$ cat config.mk
export PLATFORM = sky130hd
export DESIGN_NAME = page_miss_detector
export DESIGN_NICKNAME = d
export VERILOG_FILES = /design/src/rtl/pmd_pkg.sv /design/src/rtl/pmd_open_page.sv /design/src/rtl/pmd_boundary.sv /design/src/rtl/pmd_pin.sv /design/src/rtl/page_miss_detector.sv
export SDC_FILE = /design/constraint.sdc
export NUM_CORES = 1
export LEC_CHECK = 0
export BUFFER_PORTS_ARGS = -buffer_cell sky130_fd_sc_hd__buf_2
export CAP_MARGIN = 5
export CORE_MARGIN = 2
export CORE_UTILIZATION = 35
export CTS_CLUSTER_DIAMETER = 40
export DETAILED_ROUTE_END_ITERATION = 8
export PLACE_DENSITY_LB_ADDON = 0.05
export SLEW_MARGIN = 20
export SYNTH_ARGS = -nofsm -noshare
export SYNTH_HDL_FRONTEND = slang
export SYNTH_SLANG_ARGS = --single-unit
$ cat constraint.sdc
create_clock -name clk -period 2.5 [get_ports clk]
set_clock_uncertainty 0.15 [all_clocks]
set_input_delay 0.5 -clock clk [delete_from_list [all_inputs] [get_ports clk]]
set_output_delay 0.5 -clock clk [all_outputs]
set_load 0.01 [all_outputs]
$ cat src/rtl/pmd_pkg.sv
package pmd_pkg;

    // Column bits in the smallest page (512 locations)
    localparam int unsigned PAGE_BASE_BITS = 9;

    typedef enum logic [1:0] {
        PG_512  = 2'd0,
        PG_1K   = 2'd1,
        PG_2K   = 2'd2,
        PG_4K   = 2'd3
    } page_sz_e;

    typedef enum logic {
        PIN_SENSE = 1'b0,
        PIN_DRIVE = 1'b1
    } pin_dir_e;

    // Individual reasons for leaving the open page
    typedef struct packed {
        logic cold;       // nothing opened since reset
        logic row_diff;   // row changed
        logic bank_diff;  // bank changed
        logic crossed;    // column carried out of the page
    } miss_cause_t;

    function automatic int unsigned page_col_bits(page_sz_e sz);
        return PAGE_BASE_BITS + 32'(sz);
    endfunction

    function automatic logic any_cause(miss_cause_t c);
        return |c;
    endfunction

endpackage

$ cat src/rtl/pmd_open_page.sv
module pmd_open_page #(
    parameter int unsigned ROW_W  = 13,
    parameter int unsigned BANK_W = 2
) (
    input  logic              clk,
    input  logic              rst,
    input  logic              start,
    input  logic [ROW_W-1:0]  row_addr,
    input  logic [BANK_W-1:0] bank_sel,
    output logic              cold,
    output logic              row_diff,
    output logic              bank_diff
);

    logic              open_vld;
    logic [ROW_W-1:0]  open_row;
    logic [BANK_W-1:0] open_bank;

    always_ff @(posedge clk) begin
        if (rst) begin
            open_vld  <= 1'b0;
            open_row  <= '0;
            open_bank <= '0;
        end else if (start) begin
            open_vld  <= 1'b1;
            open_row  <= row_addr;
            open_bank <= bank_sel;
        end
    end

    always_comb begin
        cold      = !open_vld;
        row_diff  = (row_addr != open_row);
        bank_diff = (bank_sel != open_bank);
    end

endmodule

$ cat src/rtl/pmd_boundary.sv
module pmd_boundary
    import pmd_pkg::*;
#(
    parameter int unsigned COL_W = 12
) (
    input  logic             clk,
    input  logic             rst,
    input  logic             start,
    input  logic             col_step,
    input  logic [COL_W-1:0] col_addr,
    input  page_sz_e         page_sz,
    output logic             crossed
);

    logic [COL_W-1:0] page_mask;
    logic             carry_out;
    logic             cross_q;

    // Bit i belongs to the page offset when it lies below the page size
    for (genvar i = 0; i < COL_W; i++) begin : g_mask
        assign page_mask[i] = (page_col_bits(page_sz) > unsigned'(i));
    end

    // Incrementing an all-ones offset carries into the next page
    assign carry_out = &(col_addr | ~page_mask);

    always_ff @(posedge clk) begin
        if (rst) begin
            cross_q <= 1'b0;
        end else if (start) begin
            cross_q <= 1'b0;
        end else if (col_step && carry_out) begin
            cross_q <= 1'b1;
        end
    end

    assign crossed = cross_q;

endmodule

$ cat src/rtl/pmd_pin.sv
module pmd_pin
    import pmd_pkg::*;
(
    input  logic        start,
    input  miss_cause_t cause,
    input  pin_dir_e    dir,
    input  logic        pin_in,
    output logic        page_miss,
    output logic        pin_out,
    output logic        pin_oe
);

    logic own_miss;

    always_comb begin
        own_miss = any_cause(cause);
        pin_out  = start && own_miss;
        pin_oe   = (dir == PIN_DRIVE);
        if (dir == PIN_DRIVE) begin
            page_miss = start && own_miss;
        end else begin
            page_miss = start && pin_in;
        end
    end

endmodule

$ cat src/rtl/page_miss_detector.sv
module page_miss_detector
    import pmd_pkg::*;
#(
    parameter int unsigned ROW_W  = 13,
    parameter int unsigned COL_W  = 12,
    parameter int unsigned BANK_W = 2
) (
    input  logic              clk,
    input  logic              rst,
    input  logic              addr_strobe,
    input  logic              chip_sel,
    input  logic [ROW_W-1:0]  row_addr,
    input  logic [COL_W-1:0]  col_addr,
    input  logic [BANK_W-1:0] bank_sel,
    input  logic              col_step,
    input  logic [1:0]        cfg_page_sz,
    input  logic              cfg_miss_drive,
    input  logic              miss_pin_in,
    output logic              miss_pin_out,
    output logic              miss_pin_oe,
    output logic              page_miss
);

    logic        start;
    miss_cause_t cause;
    page_sz_e    page_sz;
    pin_dir_e    pin_dir;

    assign start   = addr_strobe && chip_sel;
    assign page_sz = page_sz_e'(cfg_page_sz);
    assign pin_dir = pin_dir_e'(cfg_miss_drive);

    pmd_open_page #(
        .ROW_W  (ROW_W),
        .BANK_W (BANK_W)
    ) u_open (
        .clk       (clk),
        .rst       (rst),
        .start     (start),
        .row_addr  (row_addr),
        .bank_sel  (bank_sel),
        .cold      (cause.cold),
        .row_diff  (cause.row_diff),
        .bank_diff (cause.bank_diff)
    );

    pmd_boundary #(
        .COL_W (COL_W)
    ) u_bound (
        .clk      (clk),
        .rst      (rst),
        .start    (start),
        .col_step (col_step),
        .col_addr (col_addr),
        .page_sz  (page_sz),
        .crossed  (cause.crossed)
    );

    pmd_pin u_pin (
        .start     (start),
        .cause     (cause),
        .dir       (pin_dir),
        .pin_in    (miss_pin_in),
        .page_miss (page_miss),
        .pin_out   (miss_pin_out),
        .pin_oe    (miss_pin_oe)
    );

endmodule

==> flow_summary_export.csv <==
group,metric,value,unit
yosys,synth_edf_count,0,
clocking,cts_setup_buffers,0,
die,rows,17,
placement,gp_congestion,0.6614,
route,vias_per_cell,4.773,
timing,final_hold_viol_count,0,
timing,max_freq,457.9,MHz
hold_path,hp-class,"in -> reg",
route,drtIter0Drc,6,
final_layout,final_util,47.79,%
pwr,power_density,502.1,nW/um^2
timing,relSlewSlack,78.33,%
grt,grt_max_degree,18,
placement,place.port_buffers,38,
clocking,cts_resized,0,
grt,grt_pass1_wl,3029,um
route,dr.pass1.iters,4,
timing,period_needed,2.184,ns
yosys,synth_top_family_by_area,"simple AND/OR/NAND/NOR gates",
critical_path,crit_fanout,2,
route,post_drt_wl_per_cell,10.65,um
pwr,p_clk_share,28.1,%
pwr,p_seq_share,54.1,%
pwr,max-vdd-ir-drop,0.3733,mV
pwr,p_leak,0.0004301,uW
yosys,ys_warn_count,0,
route,drt_drc_violations_left,0,
clocking,cts_sinks,17,
clocking,cts_tree,"built",
pwr,swShare,26.90,%
grt,overflow,0,
grt,antenna_found_initial,0,
final_layout,nets,181,
placement,place_hpwl,1388,um
yosys,synth_cells,106,
die,core-area,2233,um^2
pwr,p_sw,144.1,uW
critical_path,worstPathArrival,1.53,ns
placement,dpl.cell_count,168,
clocking,cts-root-buf,"clkbuf_4",
yosys,synthAdderAreaFrac,0,%
yosys,synth_top_cells_by_area,"dfxtp_1, xnor2_1, nand2_1",
critical_path,worstPathRequired,1.85,ns
final_layout,drive_gt1_share,32.64,%
die,ios,39,
critical_path,cp-end-kind,"output port",
route,num_vias,821,
clocking,hold_buffers,0,
timing,fin_crit_sh,87.35,%
final_layout,final_cells,172,
yosys,synth_flop_cell,"dfxtp_1",
grt,first_global_vias,744,
critical_path,cp-start-kind,"flip-flop",
yosys,synth_most_common_cell,"nand2_1",
critical_path,crit_type,"reg -> out",
final_layout,finish.instance_area,1067,um^2
clocking,cts.reportedPaths.clkPinSlew,0.10,ns
yosys,synth_common_cells,"nand2_1, a21oi_1, dfxtp_1, xnor2_1, nand4_1",
yosys,ys_seq_area_share,40.72,%
yosys,ys_ff_latch,17,
yosys,synth_cell_types,17,
timing,worst_slew_pin_slew,0.3251,ns
yosys,avgSynthCellArea,7.885,um^2
status,status,"complete, no violations",
clocking,clock_latency,0.30,ns
final_layout,fillers,258,
final_layout,diodes,0,
clocking,htree_levels,1,
timing,finalSetupTns,0,ns
placement,place_area,1040,um^2
final_layout,area_delta_synth_final,27.69,%
timing,fin_ws,0.3162,ns
clocking,cts_buffer_depth,2,
yosys,yosysTopAreaCell,"dfxtp_1",
die,start_util,37.42,%
die,die_area,2795,um^2
timing,final-setup-viol-count,0,
clocking,cts_made_buffers,3,
yosys,syn_nets,142,
timing,rsz0062_at_grt,"no",
yosys,yosys.area_share.simple,25.60,%
yosys,synth_mux_area_share,0,%
yosys,async_reset_ff_share,0,%
yosys,synth_xor_area_share,15.72,%
yosys,synth_compound_area_share,13.17,%
flow_run,cap_violations,0,
grt,track_usage,15.55,%
pwr,pwr-share-comb,17.8,%
yosys,netlist_area,835.8,um^2
pwr,internal-power,391.8,uW
yosys,yosysTopAreaCellShare,40.72,%
placement,dp_slack,0.3382,ns
route,final_antenna_net_count,0,
die,die_w,52.87,um
die,dieHeight,52.87,um
timing,finalMaxSlewViolations,0,
route,routed_wl,1831,um
## sequential cells by signal, indices dropped and copies added (netlist names)
register / count
u_bound.crossed: 1
u_open.open_bank: 2
u_open.open_row: 13
u_open.open_vld: 1
## per-layer routing
layer / routed length [um] / global-route usage [%] / vias up
li1: - / - / 425
met1: 722 / 15.30 / 367
met2: 951 / 28.75 / 24
met3: 123 / 5.085 / 5
met4: 34 / 7.692 / 0
met5: 0 / 0 / -
## metrics by stage
step	power (uW)	hold WS (ns)
6_report	535.9	0.2891
5_1_grt	573.5	0.2805
4_1_cts	546.5	0.2807
3_5_place_dp	393.6	0.3093
3_3_place_gp	391.4	0.2997
2_1_floorplan	350.1	0.2823
## final cells by class
cell class / count / area, um^2 / area share [%]
Inverter: 1 / 3.754 / 0.3517
Multi-Input combinational cell: 82 / 455.4 / 42.67
Clock inverter: 1 / 5.005 / 0.4689
Sequential cell: 17 / 340.3 / 31.89
Clock buffer: 3 / 22.52 / 2.110
Tap cell: 28 / 35.03 / 3.283
Timing Repair Buffer: 40 / 205.2 / 19.23
## cell families after synthesis
| kind of cell | after synthesis |
|---|---|
| XOR/XNOR | 15 |
| AND/OR/NAND/NOR | 47 |
| AO/OA/AOI/OAI | 20 |
| flip-flops | 17 |
| buffers and inverters | 7 |
## layout by cell type (no fill, tap or decap), types with 2 or more instances in the layout
cell,count
a21oi_1,17
buf_2,38
buf_4,2
clkbuf_4,3
dfxtp_1,17
nand2_1,33
nand4_1,6
nor2_1,3
nor2b_1,2
o21ai_1,2
xnor2_1,15
## final timing paths
| kind | cells after the start | slack (ns) | end | start |
|---|---|---|---|---|
| max | 5 | 0.32 | page_miss | u_open.open_bank[1]$_SDFFE_PP0P_ |
| min | 3 | 0.29 | u_open.open_row[9]$_SDFFE_PP0P_ | row_addr[9] |
| min reg2reg | 2 | 0.32 | u_open.open_row[5]$_SDFFE_PP0P_ | u_open.open_row[5]$_SDFFE_PP0P_ |
| max reg2reg | 2 | 1.73 | u_bound.crossed$_SDFFE_PP0P_ | u_bound.crossed$_SDFFE_PP0P_ |
## power by group through the flow
| stage | clock [uW] | sequential [uW] | combinational (uW) |
|---|---|---|---|
| after floorplan | 0 | 295 | 54.8 |
| after global placement | 0 | 296 | 95.4 |
| after detailed placement | 0 | 297 | 97.0 |
| after CTS | 159 | 290 | 97.2 |
| after global routing | 173 | 292 | 108 |
| final | 150 | 290 | 95.3 |
## worst max-delay path, cell delays in order (launching register included)
cell	delay [ns]
dfxtp_1	0.33
xnor2_1	0.16
nand4_1	0.14
nor4_2	0.35
a21oi_1	0.11
buf_2	0.14
Power figures use the tool's default switching activity.
